<file path="config.mk">
export PLATFORM = sky130hd
export DESIGN_NAME = scr_ram_guard
export DESIGN_NICKNAME = d
export VERILOG_FILES = /design/src/rtl/srg_pkg.sv /design/src/rtl/srg_scr_map.sv /design/src/rtl/srg_key_bank.sv /design/src/rtl/srg_zero_sweep.sv /design/src/rtl/scr_ram_guard.sv
export SDC_FILE = /design/constraint.sdc
export NUM_CORES = 2
export LEC_CHECK = 0
export ABC_CLOCK_PERIOD_IN_PS = 4300
export BUFFER_PORTS_ARGS = -buffer_cell sky130_fd_sc_hd__buf_2
export CORE_UTILIZATION = 54
export DETAILED_ROUTE_END_ITERATION = 10
export GPL_TIMING_DRIVEN = 1
export PLACE_DENSITY_LB_ADDON = 0.15
export SLEW_MARGIN = 10
export SYNTH_ARGS = -nofsm -noshare
export SYNTH_HDL_FRONTEND = slang
export SYNTH_SLANG_ARGS = --single-unit
</file>
<file path="constraint.sdc">
create_clock -name clk_i -period 4.3 [get_ports clk_i]
set_input_delay 0.215 -clock clk_i [delete_from_list [all_inputs] [get_ports clk_i]]
set_output_delay 0.215 -clock clk_i [all_outputs]
set_load 0.02 [all_outputs]
</file>
<file path="src/rtl/srg_pkg.sv">
package srg_pkg;
  localparam int unsigned CFG_W     = 3;
  localparam int unsigned CFG_RENEW = 0;
  localparam int unsigned CFG_INIT  = 1;
  localparam int unsigned CFG_SEAL  = 2;

  typedef struct packed {
    logic esc;
    logic init_done;
    logic seed_ok;
    logic key_ok;
  } stat_t;

  localparam int unsigned STAT_W = $bits(stat_t);
endpackage

</file>
<file path="src/rtl/srg_scr_map.sv">
module srg_scr_map #(
  parameter int unsigned AW = 6,
  parameter int unsigned DW = 32,
  parameter int unsigned KW = 32,
  parameter int unsigned NW = 32
) (
  input  logic [KW-1:0] key_i,
  input  logic [NW-1:0] nonce_i,
  input  logic [AW-1:0] addr_i,
  output logic [AW-1:0] phys_o,
  output logic [DW-1:0] mask_o
);
  // address permutation: XOR with key bits keeps it a bijection
  for (genvar i = 0; i < AW; i++) begin : g_phys
    assign phys_o[i] = addr_i[i] ^ key_i[(i * 5 + 2) % KW];
  end

  // data mask depends on key, nonce and logical address
  for (genvar j = 0; j < DW; j++) begin : g_mask
    assign mask_o[j] = key_i[j % KW] ^ nonce_i[(j * 3 + 1) % NW] ^ addr_i[j % AW];
  end
endmodule

</file>
<file path="src/rtl/srg_key_bank.sv">
module srg_key_bank #(
  parameter int unsigned KW = 32,
  parameter int unsigned NW = 32
) (
  input  logic          clk_i,
  input  logic          rst_ni,
  input  logic          renew_i,
  input  logic          seal_i,
  input  logic          esc_i,
  input  logic          ack_i,
  input  logic [KW-1:0] key_i,
  input  logic [NW-1:0] nonce_i,
  input  logic          seed_ok_i,
  output logic [KW-1:0] key_o,
  output logic [NW-1:0] nonce_o,
  output logic          key_ok_o,
  output logic          seed_ok_o,
  output logic          pend_o,
  output logic          esc_o,
  output logic          open_o
);
  logic [KW-1:0] key_q, key_d;
  logic [NW-1:0] nonce_q, nonce_d;
  logic          key_ok_q, key_ok_d, seed_ok_q, seed_ok_d;
  logic          pend_q, pend_d, esc_q, esc_d, open_q, open_d;
  logic          wipe, take, key_en;

  assign wipe   = esc_i | esc_q;
  assign take   = pend_q & ack_i & ~wipe;
  assign key_en = wipe | take;

  always_comb begin
    key_d     = key_q;
    nonce_d   = nonce_q;
    key_ok_d  = key_ok_q;
    seed_ok_d = seed_ok_q;
    pend_d    = pend_q;
    esc_d     = esc_q | esc_i;
    open_d    = open_q & ~seal_i;
    if (wipe) begin
      key_d     = '0;
      nonce_d   = '0;
      key_ok_d  = 1'b0;
      seed_ok_d = 1'b0;
      pend_d    = 1'b0;
    end else if (take) begin
      key_d     = key_i;
      nonce_d   = nonce_i;
      key_ok_d  = 1'b1;
      seed_ok_d = seed_ok_i;
      pend_d    = 1'b0;
    end else if (renew_i) begin
      pend_d    = 1'b1;
    end
  end

  always_ff @(posedge clk_i or negedge rst_ni) begin
    if (!rst_ni) begin
      key_q     <= '0;
      nonce_q   <= '0;
      key_ok_q  <= 1'b0;
      seed_ok_q <= 1'b0;
    end else if (key_en) begin
      key_q     <= key_d;
      nonce_q   <= nonce_d;
      key_ok_q  <= key_ok_d;
      seed_ok_q <= seed_ok_d;
    end
  end

  always_ff @(posedge clk_i or negedge rst_ni) begin
    if (!rst_ni) begin
      pend_q <= 1'b0;
      esc_q  <= 1'b0;
      open_q <= 1'b1;
    end else begin
      pend_q <= pend_d;
      esc_q  <= esc_d;
      open_q <= open_d;
    end
  end

  assign key_o     = key_q;
  assign nonce_o   = nonce_q;
  assign key_ok_o  = key_ok_q;
  assign seed_ok_o = seed_ok_q;
  assign pend_o    = pend_q;
  assign esc_o     = esc_q;
  assign open_o    = open_q;

  p_req_hold_r3: assert property (@(posedge clk_i) disable iff (!rst_ni)
    pend_q && !ack_i && !esc_i |=> pend_q);
  p_esc_sticky_r6: assert property (@(posedge clk_i) disable iff (!rst_ni)
    esc_q |=> esc_q);
  p_esc_wipe_r6: assert property (@(posedge clk_i) disable iff (!rst_ni)
    esc_q |-> (key_q == '0) && (nonce_q == '0) && !key_ok_q && !seed_ok_q && !pend_q);
  p_seal_sticky_r8: assert property (@(posedge clk_i) disable iff (!rst_ni)
    !open_q |=> !open_q);
  p_sealed_no_req_r8: assert property (@(posedge clk_i) disable iff (!rst_ni)
    !open_q && !pend_q |=> !pend_q);
endmodule

</file>
<file path="src/rtl/srg_zero_sweep.sv">
module srg_zero_sweep #(
  parameter int unsigned AW = 6
) (
  input  logic          clk_i,
  input  logic          rst_ni,
  input  logic          start_i,
  input  logic          abort_i,
  output logic          busy_o,
  output logic [AW-1:0] addr_o,
  output logic          done_o
);
  localparam int unsigned DEPTH = 1 << AW;
  localparam logic [AW-1:0] LAST = AW'(DEPTH - 1);

  logic          busy_q, busy_d, done_q, done_d;
  logic [AW-1:0] addr_q, addr_d;
  logic          step_en;

  assign step_en = abort_i | start_i | busy_q;

  always_comb begin
    busy_d = busy_q;
    done_d = done_q;
    addr_d = addr_q;
    if (abort_i) begin
      busy_d = 1'b0;
      done_d = 1'b0;
    end else if (start_i) begin
      busy_d = 1'b1;
      done_d = 1'b0;
      addr_d = '0;
    end else if (busy_q) begin
      if (addr_q == LAST) begin
        busy_d = 1'b0;
        done_d = 1'b1;
      end else begin
        addr_d = addr_q + 1'b1;
      end
    end
  end

  always_ff @(posedge clk_i or negedge rst_ni) begin
    if (!rst_ni) begin
      busy_q <= 1'b0;
      done_q <= 1'b0;
      addr_q <= '0;
    end else if (step_en) begin
      busy_q <= busy_d;
      done_q <= done_d;
      addr_q <= addr_d;
    end
  end

  assign busy_o = busy_q;
  assign addr_o = addr_q;
  assign done_o = done_q;

  p_sweep_end_r2: assert property (@(posedge clk_i) disable iff (!rst_ni)
    busy_q && (addr_q == LAST) && !abort_i |=> done_q && !busy_q);
  p_sweep_start_r2: assert property (@(posedge clk_i) disable iff (!rst_ni)
    $rose(busy_q) |-> (addr_q == '0) && !done_q);
endmodule

</file>
<file path="src/rtl/scr_ram_guard.sv">
module scr_ram_guard #(
  parameter int unsigned AW = 6,
  parameter int unsigned DW = 32,
  parameter int unsigned KW = 32,
  parameter int unsigned NW = 32
) (
  input  logic                         clk_i,
  input  logic                         rst_ni,
  input  logic                         mem_req_i,
  input  logic                         mem_we_i,
  input  logic [AW-1:0]                mem_addr_i,
  input  logic [DW-1:0]                mem_wdata_i,
  output logic                         mem_rvalid_o,
  output logic                         mem_err_o,
  output logic [DW-1:0]                mem_rdata_o,
  output logic                         key_req_o,
  input  logic                         key_ack_i,
  input  logic [KW-1:0]                key_i,
  input  logic [NW-1:0]                nonce_i,
  input  logic                         key_seed_ok_i,
  input  logic                         cfg_wr_i,
  input  logic [srg_pkg::CFG_W-1:0]    cfg_wdata_i,
  output logic [srg_pkg::STAT_W-1:0]   stat_o,
  input  logic                         esc_i
);
  import srg_pkg::*;
  localparam int unsigned DEPTH = 1 << AW;

  logic [KW-1:0] key;
  logic [NW-1:0] nonce;
  logic          key_ok, seed_ok, pend, esc_q, open;
  logic          busy, done;
  logic [AW-1:0] sw_addr, acc_phys, sw_phys;
  logic [DW-1:0] acc_mask, sw_mask;
  logic          esc_any, blocked, acc_ok, cmd_ok, renew_go, init_go, seal;
  stat_t         stat;

  assign esc_any  = esc_i | esc_q;
  assign blocked  = pend | esc_any | busy;
  assign acc_ok   = mem_req_i & ~blocked;
  assign cmd_ok   = cfg_wr_i & open & ~esc_any;
  assign init_go  = cmd_ok & cfg_wdata_i[CFG_INIT] & ~pend & ~busy;
  assign renew_go = cmd_ok & cfg_wdata_i[CFG_RENEW] & ~cfg_wdata_i[CFG_INIT] & ~pend & ~busy;
  assign seal     = cfg_wr_i & cfg_wdata_i[CFG_SEAL];

  srg_key_bank #(.KW(KW), .NW(NW)) u_keys (
    .clk_i     (clk_i),
    .rst_ni    (rst_ni),
    .renew_i   (renew_go),
    .seal_i    (seal),
    .esc_i     (esc_i),
    .ack_i     (key_ack_i),
    .key_i     (key_i),
    .nonce_i   (nonce_i),
    .seed_ok_i (key_seed_ok_i),
    .key_o     (key),
    .nonce_o   (nonce),
    .key_ok_o  (key_ok),
    .seed_ok_o (seed_ok),
    .pend_o    (pend),
    .esc_o     (esc_q),
    .open_o    (open)
  );

  srg_zero_sweep #(.AW(AW)) u_sweep (
    .clk_i   (clk_i),
    .rst_ni  (rst_ni),
    .start_i (init_go),
    .abort_i (esc_any),
    .busy_o  (busy),
    .addr_o  (sw_addr),
    .done_o  (done)
  );

  srg_scr_map #(.AW(AW), .DW(DW), .KW(KW), .NW(NW)) u_map_acc (
    .key_i   (key),
    .nonce_i (nonce),
    .addr_i  (mem_addr_i),
    .phys_o  (acc_phys),
    .mask_o  (acc_mask)
  );

  srg_scr_map #(.AW(AW), .DW(DW), .KW(KW), .NW(NW)) u_map_sweep (
    .key_i   (key),
    .nonce_i (nonce),
    .addr_i  (sw_addr),
    .phys_o  (sw_phys),
    .mask_o  (sw_mask)
  );

  // storage array and its single write port
  logic [DW-1:0] ram_q [DEPTH];
  logic          ram_we;
  logic [AW-1:0] ram_waddr;
  logic [DW-1:0] ram_wdata;

  always_comb begin
    ram_we    = 1'b0;
    ram_waddr = acc_phys;
    ram_wdata = mem_wdata_i ^ acc_mask;
    if (busy) begin
      ram_we    = ~esc_any;
      ram_waddr = sw_phys;
      ram_wdata = sw_mask;
    end else if (acc_ok && mem_we_i) begin
      ram_we    = 1'b1;
    end
  end

  always_ff @(posedge clk_i) begin
    if (ram_we) begin
      ram_q[ram_waddr] <= ram_wdata;
    end
  end

  // response stage
  logic          rvalid_q, rvalid_d, err_q, err_d;
  logic [DW-1:0] rdata_q, rdata_d;

  always_comb begin
    rvalid_d = mem_req_i;
    err_d    = mem_req_i & blocked;
    rdata_d  = '0;
    if (acc_ok && !mem_we_i) begin
      rdata_d = ram_q[acc_phys] ^ acc_mask;
    end
  end

  always_ff @(posedge clk_i or negedge rst_ni) begin
    if (!rst_ni) begin
      rvalid_q <= 1'b0;
      err_q    <= 1'b0;
      rdata_q  <= '0;
    end else begin
      rvalid_q <= rvalid_d;
      err_q    <= err_d;
      rdata_q  <= rdata_d;
    end
  end

  assign mem_rvalid_o = rvalid_q;
  assign mem_err_o    = err_q;
  assign mem_rdata_o  = rdata_q;
  assign key_req_o    = pend;

  always_comb begin
    stat.esc       = esc_q;
    stat.init_done = done;
    stat.seed_ok   = seed_ok;
    stat.key_ok    = key_ok;
  end
  assign stat_o = stat;

  p_one_rsp_r9: assert property (@(posedge clk_i) disable iff (!rst_ni)
    mem_req_i |=> mem_rvalid_o);
  p_no_rsp_r9: assert property (@(posedge clk_i) disable iff (!rst_ni)
    !mem_req_i |=> !mem_rvalid_o);
  p_pend_err_r4: assert property (@(posedge clk_i) disable iff (!rst_ni)
    mem_req_i && key_req_o |=> mem_err_o && (mem_rdata_o == '0));
  p_esc_block_r6: assert property (@(posedge clk_i) disable iff (!rst_ni)
    mem_req_i && stat_o[3] |=> mem_err_o && (mem_rdata_o == '0));
endmodule

</file>
==> metrics.yaml <==
status: "complete, no violations"
drtPass1Iterations: 7
powerDensity_nw_per_um2: 449.8
wl_per_cell_um: 30.44
cp_cell_sequence: "xnor2_4 > buf_12 > buf_12 > mux4_2 > o2111ai_1 > nand4_1 > xor2_1 > o22ai_1"
remaining_drc_errors: 0
overflow: 0
gp_congestion: 0.8622
final_cells: 8419
required_ns: 4.98
crit_slowest_cell: "xnor2_4"
antenna_found_initial: 7
endpoint_kind: "flip-flop"
cp-start-kind: "flip-flop"
viasPerCell: 6.309
gr-usage-met2_pct: 48.76
drt_iter0_markers: 7135
min_period_over_period_pct: 88.61
rsz0062_at_grt: "no"
dp.cells: 7948
clockBufferDepth: 3
final.setup.tns_ns: 0
ir_worst_vdd_v: 0.0004081
finalHoldViolCount: 0
avgSynthCellArea_um2: 14.53
fin_worst_skew_ns: 0.03090
ant_nets: 0
total_power_w: 0.04395
holdCritPathClass: "in2reg"
grt_pass1_vias: 50899
setup_viol: 0
cts_tree: "built"
clock_latency_ns: 0.84
synth_edf_count: 2048
layout_commonest_cell: "edfxtp_1"
num_vias: 53116
tightest_slew_ns: 1.204
busiest_layer: "met2"
cts.sinks: 2159
fin_crit_ns: 3.810
drive_gt1_share_pct: 15.60
synth_nets: 5956
fmax_mhz: 262.5
synthCells: 5842
max_slew_margin_pct: 19.18
worst_ep_arrival_time_ns: 4.49
final_max_slew_viol_count: 0
ys_types: 46
die_h_um: 398.5
rows: 145
h-tree-depth: 4
grt_pass1_wl_um: 362900
synth_seq_cells: 2159
mostFrequentLayoutCells: "2048 x edfxtp_1, 1637 x nand2_1, 574 x nand3_1"
synth_seq_area_share_pct: 75.72
critPathKind: "reg2reg"
numCtsBuffers: 209
grt_max_degree: 106
port_buffers: 151
finalWirelength_um: 256300
syn_area_um2: 84890
use_met1_pct: 45.30
hpwl_um: 140300
synth_warnings: 0
async_flop_share_pct: 5.141
nets: 6288
clockRootBuffer: "clkbuf_16"
fin_util_pct: 62.55
leakagePower_nw: 32.83
start_util_pct: 54.35
core_area_um2: 156200
slowest_delay_ns: 0.72
grt_use_met3_pct: 6.865
ys.flop_type: "edfxtp_1"
crit_path_max_fanout: 105
die-area_um2: 158800
worst_path_most_repeated_cell: "buf_12"
whs_ns: 0.08494
grt.total_usage_pct: 32.29
syn2layout_area_growth_pct: 15.10
die_w_um: 398.5
cts_setup_buffers: 0
filler_cell_count: 11326
clk_pin_slew_worst_paths_ns: 0.06
drv_cap: 0
ioPinCount: 152
[sequential cells by signal, indices dropped and copies added (netlist names)]
name              cells
u_keys.key_ok_o       1
u_keys.open_o         1
ram_q              2048
u_keys.esc_o          1
u_keys.seed_ok_o      1
u_keys.pend_o         1
mem_rvalid_o          1
u_sweep.addr_o        6
u_keys.key_o         32
u_sweep.done_o        1
u_sweep.busy_o        1
mem_rdata_o          32
u_keys.nonce_o       32
mem_err_o             1
[cells in the mapped netlist (2+ instances only)]
cell | instances | area, µm²
o2111ai_1 | 67 | 586.8
xnor2_1 | 75 | 656.9
buf_6 | 4 | 45.04
nor2b_1 | 2 | 12.51
a21oi_1 | 66 | 330.3
nand2_1 | 1641 | 6160
nand4_1 | 206 | 1289
nor2_1 | 90 | 337.8
buf_1 | 35 | 131.4
and3_1 | 3 | 18.77
mux2i_1 | 15 | 150.1
buf_4 | 21 | 157.7
o22a_1 | 2 | 17.52
buf_2 | 133 | 665.6
o22ai_1 | 29 | 181.4
mux4_2 | 147 | 3311
o221ai_1 | 2 | 17.52
o211ai_1 | 13 | 97.59
nor3_1 | 3 | 15.01
xor2_1 | 133 | 1165
a31oi_1 | 155 | 969.7
mux2_2 | 32 | 360.4
nand3_1 | 574 | 2873
dfrtp_1 | 110 | 2753
nand2b_1 | 8 | 50.05
o21ai_0 | 34 | 170.2
edfxtp_1 | 2048 | 61500
clkbuf_1 | 168 | 630.6
inv_1 | 2 | 7.510
a32oi_1 | 5 | 43.79
and2_1 | 4 | 25.02
[power by group]
| group | internal, W | switching [W] | leakage, nW |
|---|---|---|---|
| Sequential | 0.0233 | 0.00000170 | 19.9 |
| Combinational | 0.000726 | 0.00193 | 9.63 |
| Clock | 0.0101 | 0.00781 | 3.27 |
[final timing paths]
| path | startpoint | slack, ns | end | cells past startpoint |
|---|---|---|---|---|
| max in group asynchronous | rst_ni | 3.18 | u_keys.open_o$_DFF_PN1_ | 3 |
| hold reg to reg | u_keys.key_ok_o$_DFFE_PN0N_ | 0.52 | u_keys.key_ok_o$_DFFE_PN0N_ | 2 |
| min in group asynchronous | rst_ni | 0.11 | u_keys.key_o[1]$_DFFE_PN0N_ | 2 |
| hold / removal | mem_req_i | 0.08 | mem_rvalid_o$_DFF_PN0_ | 2 |
| setup reg to reg | u_keys.key_o[2]$_DFFE_PN0N_ | 0.49 | mem_rdata_o[10]$_DFF_PN0_ | 8 |
| setup / recovery | u_keys.key_o[2]$_DFFE_PN0N_ | 0.49 | mem_rdata_o[10]$_DFF_PN0_ | 8 |
[area by class of cell]
class / instances / area [µm²] / area share [%]
timing repair buffer: 482 / 4339 / 4.441
antenna: 3 / 7.507 / 0.007683
clock buffer: 271 / 5642 / 5.774
clock inverter: 124 / 1042 / 1.067
tap: 2058 / 2575 / 2.635
sequential: 2159 / 64280 / 65.79
inverter: 3 / 11.26 / 0.01153
multi-input combinational: 3319 / 19810 / 20.28
[critical path: cells and delay by family, from the launching register on]
kind | cells | cell delay [ns]
xor gates and xnor gates | 2 | 1.15
buffers and inverters | 2 | 0.65
muxes | 1 | 0.58
DFF | 1 | 0.55
AOI/OAI and AO/OA | 2 | 0.43
and+or+nand+nor | 1 | 0.20
[stage by stage]
| step | cell area (µm²) | worst slack (ns) |
|---|---|---|
| 6_report | 97710 | 0.4899 |
| 5_1_grt | 97700 | 0.3946 |
| 4_1_cts | 97700 | 0.5031 |
| 3_5_place_dp | 90290 | 0.5198 |
| 3_3_place_gp | 90290 | 0.5495 |
| 2_1_floorplan | 84890 | 0.6635 |
[layer usage]
metal / wire, µm / up-vias
li1: - / 22437
met1: 98200 / 26706
met2: 117500 / 3363
met3: 28130 / 606
met4: 12420 / 4
met5: 26 / -
[repair_timing]
| action | CTS | global route |
|---|---|---|
| hold buffers | 73 | 0 |
| gates resized for setup | 0 | 0 |
| endpoints found under the setup margin | 0 | 0 |
| hold endpoints to repair | 128 | 0 |
[logic make-up (layout without fill, tap and decap cells)]
family          count (synthesis)  after routing  synth area share, %
flops                        2159           2159                75.72
buf+inv                       364            880                1.934
simple gates                 2536           2536                12.75
compound gates                378            378                2.889
mux                           194            194                4.501
xor+xnor                      210            210                2.198
other cells                     0              3                    0
fa+ha+maj                       1              1              0.01474
No activity file was read; power rests on OpenSTA's default activity.
